[config.mk]
export PLATFORM = sky130hd
export DESIGN_NAME = pix_pll_search
export DESIGN_NICKNAME = d
export VERILOG_FILES = /design/src/rtl/pix_pll_pkg.sv /design/src/rtl/pix_pll_prescaler.sv /design/src/rtl/pix_pll_divider.sv /design/src/rtl/pix_pll_cand_eval.sv /design/src/rtl/pix_pll_search.sv
export SDC_FILE = /design/constraint.sdc
export NUM_CORES = 1
export LEC_CHECK = 0
export BUFFER_PORTS_ARGS = -buffer_cell sky130_fd_sc_hd__buf_2
export CAP_MARGIN = 25
export CORE_MARGIN = 2
export CORE_UTILIZATION = 33
export CTS_CLUSTER_DIAMETER = 40
export DETAILED_ROUTE_END_ITERATION = 8
export HOLD_SLACK_MARGIN = 0.12
export SLEW_MARGIN = 20
export SYNTH_ARGS = -nofsm -noshare
export SYNTH_HDL_FRONTEND = slang
export SYNTH_SLANG_ARGS = --single-unit
[constraint.sdc]
create_clock -name clk_i -period 6.86 [get_ports clk_i]
set_input_delay 1.029 -clock clk_i [delete_from_list [all_inputs] [get_ports clk_i]]
set_output_delay 1.029 -clock clk_i [all_outputs]
set_load 0.02 [all_outputs]
[src/rtl/pix_pll_pkg.sv]
package pix_pll_pkg;
  typedef enum logic [2:0] {
    ST_IDLE,
    ST_SCALE,
    ST_DIV,
    ST_SWEEP,
    ST_FIN
  } pll_state_e;

  localparam int unsigned REF_HZ_DEF   = 32'd14318180;
  localparam int unsigned F_MIN_DEF    = 32'd3125000;
  localparam int unsigned F_MAX_DEF    = 32'd220000000;
  localparam int unsigned SCALE_HZ_DEF = 32'd100000000;
endpackage

[src/rtl/pix_pll_prescaler.sv]
module pix_pll_prescaler #(
  parameter int unsigned FW       = 32,
  parameter int unsigned SW       = 4,
  parameter int unsigned SCALE_HZ = 100000000
) (
  input  logic          clk_i,
  input  logic          rst_ni,
  input  logic          load_i,
  input  logic          en_i,
  input  logic [FW-1:0] value_i,
  output logic [FW-1:0] value_o,
  output logic [SW-1:0] shifts_o,
  output logic          ready_o
);
  localparam logic [FW-1:0] LIMIT = FW'(SCALE_HZ);

  logic [FW-1:0] val_q;
  logic [SW-1:0] sh_q;

  always_ff @(posedge clk_i or negedge rst_ni) begin
    if (!rst_ni) begin
      val_q <= '0;
      sh_q  <= '0;
    end else if (load_i) begin
      val_q <= value_i;
      sh_q  <= '0;
    end else if (en_i && !ready_o) begin
      val_q <= {val_q[FW-2:0], 1'b0};
      sh_q  <= sh_q + SW'(1);
    end
  end

  assign ready_o  = val_q >= LIMIT;
  assign value_o  = val_q;
  assign shifts_o = sh_q;
endmodule

[src/rtl/pix_pll_divider.sv]
module pix_pll_divider #(
  parameter int unsigned FW     = 32,
  parameter int unsigned QW     = 5,
  parameter int unsigned RW     = 24,
  parameter int unsigned REF_HZ = 14318180
) (
  input  logic          clk_i,
  input  logic          rst_ni,
  input  logic          load_i,
  input  logic          en_i,
  input  logic [FW-1:0] dividend_i,
  output logic [QW-1:0] quot_o,
  output logic [RW-1:0] rem_o,
  output logic          ready_o
);
  localparam logic [FW-1:0] DIVISOR = FW'(REF_HZ);

  logic [FW-1:0] rem_q;
  logic [QW-1:0] quot_q;

  // repeated subtraction: quotient is small, so a few cycles suffice
  always_ff @(posedge clk_i or negedge rst_ni) begin
    if (!rst_ni) begin
      rem_q  <= '0;
      quot_q <= '0;
    end else if (load_i) begin
      rem_q  <= dividend_i;
      quot_q <= '0;
    end else if (en_i && !ready_o) begin
      rem_q  <= rem_q - DIVISOR;
      quot_q <= quot_q + QW'(1);
    end
  end

  assign ready_o = rem_q < DIVISOR;
  assign quot_o  = quot_q;
  assign rem_o   = rem_q[RW-1:0];
endmodule

[src/rtl/pix_pll_cand_eval.sv]
module pix_pll_cand_eval #(
  parameter int unsigned MW     = 14,
  parameter int unsigned RW     = 24,
  parameter int unsigned EW     = 26,
  parameter int unsigned REF_HZ = 14318180,
  parameter int unsigned M_LO   = 3,
  parameter int unsigned M_HI   = 257,
  parameter int unsigned M_HI4  = 1028
) (
  input  logic [MW-1:0] m_i,
  input  logic [RW-1:0] rem_i,
  output logic          ok_o,
  output logic [EW-1:0] err_o
);
  localparam logic [MW-1:0] LO_V  = MW'(M_LO);
  localparam logic [MW-1:0] HI_V  = MW'(M_HI);
  localparam logic [MW-1:0] HI4_V = MW'(M_HI4);
  localparam logic [EW-1:0] REF_E = EW'(REF_HZ);

  logic fine, coarse;

  // rem_i = N*Fs - REF*M exactly; clearing M[1:0] adds REF*M[1:0]
  always_comb begin
    fine   = (m_i >= LO_V) && (m_i <= HI_V);
    coarse = (m_i > HI_V) && (m_i <= HI4_V);
    ok_o   = fine || coarse;
    err_o  = EW'(rem_i) + (coarse ? REF_E * EW'(m_i[1:0]) : '0);
  end
endmodule

[src/rtl/pix_pll_search.sv]
module pix_pll_search
  import pix_pll_pkg::*;
#(
  parameter int unsigned FW       = 32,
  parameter int unsigned QW       = 5,
  parameter int unsigned REF_HZ   = REF_HZ_DEF,
  parameter int unsigned F_MIN_HZ = F_MIN_DEF,
  parameter int unsigned F_MAX_HZ = F_MAX_DEF,
  parameter int unsigned SCALE_HZ = SCALE_HZ_DEF,
  parameter int unsigned N_MIN    = 3,
  parameter int unsigned N_MAX    = 257,
  parameter int unsigned M_LO     = 3,
  parameter int unsigned M_HI     = 257,
  parameter int unsigned M_HI4    = 1028
) (
  input  logic          clk_i,
  input  logic          rst_ni,
  input  logic          start_i,
  input  logic [FW-1:0] target_i,
  output logic          busy_o,
  output logic          done_o,
  output logic          err_o,
  output logic [7:0]    m_code_o,
  output logic [7:0]    n_code_o,
  output logic [7:0]    div_o
);
  localparam int unsigned SW = 4;
  localparam int unsigned NW = $clog2(N_MAX + 2);
  localparam int unsigned RW = $clog2(REF_HZ + 1);
  localparam int unsigned MW = $clog2((N_MAX + 1) * (2 ** QW) + 1);
  localparam int unsigned EW = $clog2(4 * REF_HZ + 1);

  localparam logic [FW-1:0] F_MIN_V = FW'(F_MIN_HZ);
  localparam logic [FW-1:0] F_MAX_V = FW'(F_MAX_HZ);
  localparam logic [NW-1:0] N_MIN_V = NW'(N_MIN);
  localparam logic [NW-1:0] N_MAX_V = NW'(N_MAX);
  localparam logic [MW-1:0] M_HI_V  = MW'(M_HI);
  localparam logic [RW:0]   REF_R   = (RW + 1)'(REF_HZ);

  pll_state_e state_q;

  logic [NW-1:0] n_q, best_n_q;
  logic [MW-1:0] mq_q, best_m_q, mq_next, m_fin;
  logic [RW-1:0] mr_q, mr_next;
  logic [RW:0]   rem_sum;
  logic [EW-1:0] best_e_q, cand_err;
  logic          cand_ok, take, wrap, loop1, in_range;
  logic          done_q, err_q;
  logic [7:0]    m_code_q, n_code_q, div_q;

  logic [FW-1:0] pre_value;
  logic [SW-1:0] pre_shifts;
  logic          pre_ready;
  logic [QW-1:0] dv_quot;
  logic [RW-1:0] dv_rem;
  logic          dv_ready;

  assign in_range = (target_i >= F_MIN_V) && (target_i <= F_MAX_V);

  pix_pll_prescaler #(
    .FW(FW), .SW(SW), .SCALE_HZ(SCALE_HZ)
  ) u_pre (
    .clk_i   (clk_i),
    .rst_ni  (rst_ni),
    .load_i  (state_q == ST_IDLE && start_i && in_range),
    .en_i    (state_q == ST_SCALE),
    .value_i (target_i),
    .value_o (pre_value),
    .shifts_o(pre_shifts),
    .ready_o (pre_ready)
  );

  pix_pll_divider #(
    .FW(FW), .QW(QW), .RW(RW), .REF_HZ(REF_HZ)
  ) u_div (
    .clk_i     (clk_i),
    .rst_ni    (rst_ni),
    .load_i    (state_q == ST_SCALE && pre_ready),
    .en_i      (state_q == ST_DIV),
    .dividend_i(pre_value),
    .quot_o    (dv_quot),
    .rem_o     (dv_rem),
    .ready_o   (dv_ready)
  );

  pix_pll_cand_eval #(
    .MW(MW), .RW(RW), .EW(EW), .REF_HZ(REF_HZ),
    .M_LO(M_LO), .M_HI(M_HI), .M_HI4(M_HI4)
  ) u_eval (
    .m_i  (mq_q),
    .rem_i(mr_q),
    .ok_o (cand_ok),
    .err_o(cand_err)
  );

  // M(N+1) = M(N) + q + carry of remainder accumulation
  always_comb begin
    rem_sum = {1'b0, mr_q} + {1'b0, dv_rem};
    wrap    = rem_sum >= REF_R;
    mq_next = mq_q + MW'(dv_quot) + MW'(wrap);
    mr_next = wrap ? RW'(rem_sum - REF_R) : rem_sum[RW-1:0];
    take    = (n_q >= N_MIN_V) && cand_ok && (cand_err < best_e_q);
    loop1   = best_m_q <= M_HI_V;
    m_fin   = loop1 ? best_m_q : (best_m_q >> 2);
  end

  always_ff @(posedge clk_i or negedge rst_ni) begin
    if (!rst_ni) begin
      state_q  <= ST_IDLE;
      n_q      <= '0;
      mq_q     <= '0;
      mr_q     <= '0;
      best_e_q <= '1;
      best_m_q <= '0;
      best_n_q <= '0;
      done_q   <= 1'b0;
      err_q    <= 1'b0;
      m_code_q <= '0;
      n_code_q <= '0;
      div_q    <= '0;
    end else begin
      done_q <= 1'b0;
      case (state_q)
        ST_IDLE: begin
          if (start_i) begin
            if (in_range) begin
              state_q <= ST_SCALE;
            end else begin
              done_q   <= 1'b1;
              err_q    <= 1'b1;
              m_code_q <= '0;
              n_code_q <= '0;
              div_q    <= '0;
            end
          end
        end
        ST_SCALE: if (pre_ready) state_q <= ST_DIV;
        ST_DIV: begin
          if (dv_ready) begin
            state_q  <= ST_SWEEP;
            n_q      <= NW'(1);
            mq_q     <= MW'(dv_quot);
            mr_q     <= dv_rem;
            best_e_q <= '1;
            best_m_q <= '0;
            best_n_q <= '0;
          end
        end
        ST_SWEEP: begin
          if (take) begin
            best_e_q <= cand_err;
            best_m_q <= mq_q;
            best_n_q <= n_q;
          end
          n_q  <= n_q + NW'(1);
          mq_q <= mq_next;
          mr_q <= mr_next;
          if (n_q == N_MAX_V) state_q <= ST_FIN;
        end
        ST_FIN: begin
          done_q   <= 1'b1;
          err_q    <= 1'b0;
          m_code_q <= 8'(m_fin - MW'(2));
          n_code_q <= 8'(best_n_q - NW'(2));
          div_q    <= {pre_shifts, 1'b0, loop1, 2'b00};
          state_q  <= ST_IDLE;
        end
        default: state_q <= ST_IDLE;
      endcase
    end
  end

  assign busy_o   = state_q != ST_IDLE;
  assign done_o   = done_q;
  assign err_o    = err_q;
  assign m_code_o = m_code_q;
  assign n_code_o = n_code_q;
  assign div_o    = div_q;
endmodule

* Word level (Yosys, flattened, before mapping)
Index checks and enable logic that the tools add are counted. W data, S select, Z words.
Storage, ports and cells: flip-flop bits (word level) 197, bits in latches 0, bits in writable memories 0, memory bits (read-only) 0, input port bits 35, output and inout port bits 27, logic and storage cells 118, memories kept 0
Cells by class: add/subtract/negate cells 11, multipliers 1, divide/modulo/power cells 0, order comparisons 12, equality and inequality tests 12, shift operators 0, muxes and demuxes 43, bitwise logic cells 0, reductions and logical operators 23
Operators with widths (count):
- $mux W32 | 4
- $mux W26 | 3
- $pmux W8 S2 | 4
- $pmux W14 S2 | 2
- $pmux W26 S2 | 1
- $mux W24 | 2
- $pmux W24 S2 | 1
- $mux W14 | 3
- $mux W8 | 5
- $ge A32 B22 Y1 const B | 1
- $ge A32 B27 Y1 const B | 1
- $le A32 B28 Y1 const B | 1
- $lt A32 B24 Y1 const B | 1
- $sub A32 B24 Y32 const B | 1
- $le A14 B9 Y1 const B | 2
- $add A24 B26 Y26 | 1
- $lt A26 B26 Y1 | 1
- $add A24 B24 Y25 | 1
- $ge A25 B24 Y1 const B | 1
- $mul A22 B2 Y24 const A | 1
- $sub A24 B24 Y24 const B | 1
- $pmux W9 S2 | 1
- $sub A8 B2 Y8 const B | 2
- $mux W3 | 5
- 29 further kinds | 56

* Longest topological paths before layout
depth after elaboration 8, depth in mapped cells 30, depth with buffers taken out 28

* Modules after synthesis
Synthesis repeated with hierarchy kept, for this count alone.
Unflattened totals: cell total of the unflattened synthesis 1579, area, all modules 14071.0 sq um
By module, submodules not included:
- pix_pll_search | times used 1, cells an instance 890, area each 8260.4 sq um
- pix_pll_divider | times used 1, cells an instance 301, area each 2517.4 sq um
- pix_pll_prescaler | times used 1, cells an instance 209, area each 1924.3 sq um
- pix_pll_cand_eval | times used 1, cells an instance 179, area each 1368.8 sq um

* Least setup slack after synthesis
No wires, ideal clock.
path type register -> register, from register mq_q[7], to register best_e_q[22], setup time 0.077 ns, data arrival time 5.805 ns, required time 6.783 ns, slack 0.978 ns, cell stages (with the launch flop) 28, path buffers 2, period minus slack after synthesis 5.882 ns, cell sequence dfrtp_1 > or4_1 > o31a_1 > a211oi_1 > and2_1 > ha_1 > a21oi_1 > o21bai_1 > a21oi_1 > o21ai_0 > a21oi_1 > o31ai_1 > o22ai_1 > o21ai_0 > nand2_1 > mux2_2 > ha_1 > nand4_1 > nor4_1 > nand2_1 > o2111ai_1 > nor2_1 > o31a_1 > o21ai_1 > buf_2 > buf_2 > nor2_1 > a31oi_1
Between the ends: word-level cells in the longest chain between the ends 8
Ends and longest elaborated chain:
- start, declared | RTL line pix_pll_search.sv:43 | logic [MW-1:0] mq_q, best_m_q, mq_next, m_fin;
- start signal, assigned | RTL line pix_pll_search.sv:142 | mq_q <= MW'(dv_quot);
- start signal, assigned | RTL line pix_pll_search.sv:156 | mq_q <= mq_next;
- $gt A14 B9 Y1 or $le A14 B11 Y1 (tied branches) | RTL line pix_pll_cand_eval.sv:25 | coarse = (m_i > HI_V) && (m_i <= HI4_V);
- $logic_and A1 B1 Y1 | RTL line pix_pll_cand_eval.sv:25
- $mux W26 | RTL line pix_pll_cand_eval.sv:27 | err_o = EW'(rem_i) + (coarse ? REF_E * EW'(m_i[1:0]) : '0);
- $add A24 B26 Y26 | RTL line pix_pll_cand_eval.sv:27
- $lt A26 B26 Y1 | RTL line pix_pll_search.sv:102 | take = (n_q >= N_MIN_V) && cand_ok && (cand_err < best_e_q);
- $logic_and A1 B1 Y1 | RTL line pix_pll_search.sv:102
- $ne A2 B2 Y1 (no source line)
- $reduce_and A3 Y1 (no source line)
- end signal, assigned | RTL line pix_pll_search.sv:151 | best_e_q <= cand_err;
- end, declared | RTL line pix_pll_search.sv:46 | logic [EW-1:0] best_e_q, cand_err;
Parallel ways exist; a longest one is shown, timed or not. The select of a mux whose other input is x is not followed. A chain may end at the register's enable or synchronous reset.

* Final worst setup path
from register mq_q[7], to register best_n_q[0]
Between the ends: word-level cells in the longest chain between the ends 8
Ends and longest elaborated chain:
- $gt A14 B9 Y1 or $le A14 B11 Y1 (tied branches) | RTL line pix_pll_cand_eval.sv:25
- $logic_and A1 B1 Y1 | RTL line pix_pll_cand_eval.sv:25
- $mux W26 | RTL line pix_pll_cand_eval.sv:27
- $add A24 B26 Y26 | RTL line pix_pll_cand_eval.sv:27
- $lt A26 B26 Y1 | RTL line pix_pll_search.sv:102
- $logic_and A1 B1 Y1 (*) | RTL line pix_pll_search.sv:102
- $ne A2 B2 Y1 (no source line) (*)
- $reduce_and A3 Y1 (no source line) (*)
- end signal, assigned | RTL line pix_pll_search.sv:153 | best_n_q <= n_q;
- end, declared | RTL line pix_pll_search.sv:42 | logic [NW-1:0] n_q, best_n_q;
Mark *: on every way between the ends. The rest lies on a longest branch, timed or not.

==> metrics.csv <==
stage;metric;value;unit
run_status;run status;completed;
clock_network;htree depth;4;
timing;final setup fails;0;
timing;final hold viol count;0;
clock_network;maximum root-to-sink buffer count;2;
worst_setup_path;Crit path required time;7.19;ns
route;DRC violations left;0;
worst_setup_path;origin of the critical flop-to-flop path;mq_q[7]$_DFFE_PN0P_;
power_and_ir_drop;PD cells;559;mW/mm²
global_route;largest net degree at the start of global routing;122;
logic_synthesis;Post-synth top cells;nand2_1 (177), dfrtp_1 (168), nor2_1 (138), o21ai_0 (99), ha_1 (89);
layout;Area Growth Syn to Fin;11.4;%
logic_synthesis;number of synthesized flops with an enable pin;0;
worst_setup_path;crit start category;flip-flop;
placement;IO buf count;58;
route;drt total wl;33400;µm
placement;post-DP HPWL;24400;µm
timing;RSZ-0062 raised after global routing;no;
layout;diode count;0;
logic_synthesis;syn avg cell area;8.74;µm²
logic_synthesis;Synth area leader;dfrtp_1;
logic_synthesis;top cell type's share of synthesized area;0.315;
layout;area of the multi-input gates;0.00797;mm²
power_and_ir_drop;Final Power;8.32;mW
clock_network;root buffer cell;clkbuf_16;
logic_synthesis;count of different cell masters after synthesis;86;
worst_setup_path;kind of end point of the critical path;flip-flop;
route;drt pass-1 iters;6;
floorplan;I/O pins;62;
clock_network;CTS buffer count;17;
route;via/cell ratio;5.41;
logic_synthesis;commonest register cell after synthesis;dfrtp_1;
layout;number of fill cells;4145;
floorplan;core area;0.0398;mm²
floorplan;die width;205;µm
logic_synthesis;synth top area cells;dfrtp_1 (31%), ha_1 (8.3%), dfstp_2 (5.1%);
worst_setup_path;reg2reg setup slack;0.58;ns
clock_network;hold buffers post-CTS;0;
route;via count;11300;
clock_network;Post-CTS Setup Repair Bufs;0;
global_route;vias in the first global route;10700;
route;drt initial violations;732;
timing;Least-Margin Pin Slew;0.918;ns
logic_synthesis;post-synthesis sequential area ratio;0.366;
run;MaxCap Viol Count;0;
global_route;total grt overflow;0;
clock_network;Clock Pin Slew Worst Setup and Hold Paths;0.09;ns
floorplan;Initial Util;0.335;
global_route;overall routing resource usage;0.162;
route;WL/cell;16.0;µm
timing;skew final;0.0215;ns
layout;share of layout cells above drive strength 1;0.117;
timing;Slew Limit Fails;0;
route;DRT antenna net count;0;
global_route;global-route wire length before repair;55900;µm
logic_synthesis;Yosys warning total;0;
timing;Slew HR;0.388;
logic_synthesis;most frequent cell after synthesis;nand2_1;
logic_synthesis;ys async rst share;1.00;
floorplan;die area;0.0421;mm²
power_and_ir_drop;Static Leak;6.83;nW
layout;Finished Layout Cells;2094;
logic_synthesis;Seq cells post-synth;194;
timing;period utilization;0.915;
worst_setup_path;crit path max fanout;9;
worst_setup_path;FF-to-FF End;best_n_q[0]$_DFFE_PN0P_;
layout;register area;0.00489;mm²
timing;Final min period;6.28;ns
worst_setup_path;CP arrival;6.60;ns
layout;Util after Layout;0.374;
clock_network;Clock Latency Late Sink;0.44;ns
clock_network;Resize count post-CTS;0;
logic_synthesis;post-synthesis cell area;0.0134;mm²
hold_path;Min-Delay Path Class;in -> async;
logic_synthesis;Cells after Synth;1529;
power_and_ir_drop;Worst IR Drop VDD;0.000225;V
layout;nets;1684;
placement;Cells after DPL;2060;
timing;fmax;159;MHz
floorplan;row cnt;73;
placement;routability cong.;0.836;
clock_network;Sink Count;194;
floorplan;Die H;205;µm
global_route;initial antenna violation count;0;
clock_network;CTS tree;built;
worst_setup_path;Reg2Reg Depth;25;
worst_setup_path;Setup CP Type;reg -> reg;
timing;final setup TNS;0;ns
flip-flops by register name, indices dropped and copies added (netlist names), 3 cells and up:
name / flops
mr_q: 24
best_n_q: 8
div_o: 5
best_e_q: 26
u_div.rem_q: 32
mq_q: 14
state_q: 3
best_m_q: 14
n_code_o: 8
n_q: 9
u_pre.shifts_o: 4
m_code_o: 8
u_div.quot_o: 5
u_pre.value_o: 32
final cells by class:
class / instances / area share
clock buffers: 17 / 0.0286
clock inverters: 15 / 0.0126
inverters: 63 / 0.0159
multi-input cells: 1201 / 0.536
flip-flops and latches: 194 / 0.328
well taps: 525 / 0.0441
repair buffers: 79 / 0.0345
stage by stage:
| step | area (µm²) | worst slack [ns] | hold WS [ns] |
|---|---|---|---|
| floorplan | 13400 | 0.978 | 0.442 |
| global placement | 14200 | 0.628 | 0.461 |
| detailed placement | 14200 | 0.372 | 0.465 |
| CTS | 14800 | 0.346 | 0.485 |
| global route | 14900 | 0.0139 | 0.467 |
| finish | 14900 | 0.584 | 0.468 |
routing by layer:
metal	wire length (µm)	GRT usage	part of all wire
met3	1090	0.0187	0.033
met4	354	0.0344	0.011
met1	16600	0.235	0.50
met2	15400	0.260	0.46
met5	0	0	0
power breakdown:
part           switching, mW  leakage (nW)  internal [mW]
combinational           3.08          4.09           2.10
clock                  0.540         0.298          0.500
sequential             0.490          2.44           1.61
total                   4.11          6.83           4.21
worst max-delay path by stage:
stage	from	to	depth (start not counted)
floorplan	mq_q[7]$_DFFE_PN0P_	best_e_q[22]$_DFFE_PN1P_	27
global placement	mq_q[7]$_DFFE_PN0P_	best_m_q[1]$_DFFE_PN0P_	28
detailed placement	mq_q[7]$_DFFE_PN0P_	best_m_q[6]$_DFFE_PN0P_	28
CTS	mq_q[7]$_DFFE_PN0P_	best_m_q[6]$_DFFE_PN0P_	28
global route	mq_q[7]$_DFFE_PN0P_	best_m_q[2]$_DFFE_PN0P_	28
finish	mq_q[7]$_DFFE_PN0P_	best_n_q[0]$_DFFE_PN0P_	25
critical path: stages, from the launching register on:
cell,delay (ns)
dfrtp_1,0.43
or4_1,0.58
o31a_1,0.31
a211oi_1,0.37
and2_1,0.32
ha_1,0.27
a21oi_1,0.18
o21bai_1,0.11
a21oi_1,0.28
o21ai_0,0.16
a21oi_1,0.23
o31ai_1,0.13
o22ai_1,0.29
o21ai_0,0.14
nand2_1,0.08
mux2_2,0.35
ha_1,0.30
nand4_1,0.16
nor4_2,0.36
nand2_1,0.10
o2111ai_1,0.09
nor2_1,0.07
o31a_1,0.13
o21ai_4,0.16
nand2_2,0.20
mux2_1,0.35
placed cells by master (no fill, tap or decap), types with 26 or more instances in the layout:
| cell | instances |
|---|---|
| buf_2 | 57 |
| nor3_1 | 42 |
| nor2_1 | 136 |
| xnor2_1 | 43 |
| inv_1 | 63 |
| o21ai_0 | 98 |
| nand2_1 | 176 |
| nand3_1 | 40 |
| dfrtp_1 | 168 |
| dfstp_2 | 26 |
| xor2_1 | 29 |
| a22oi_1 | 30 |
| a21oi_1 | 71 |
| mux2i_1 | 35 |
| a31oi_1 | 35 |
| ha_1 | 89 |
| a21o_1 | 30 |
cell families after synthesis:
family,after synthesis,synth area share
simple gates,553,0.197
compound gates,425,0.216
flops,194,0.366
buf+inv,136,0.0417
fa+ha+maj,93,0.0894
xor+xnor,73,0.0484
mux,54,0.0422
other cells,1,0.000281
Note: power is estimated with default switching activity, not from simulation.
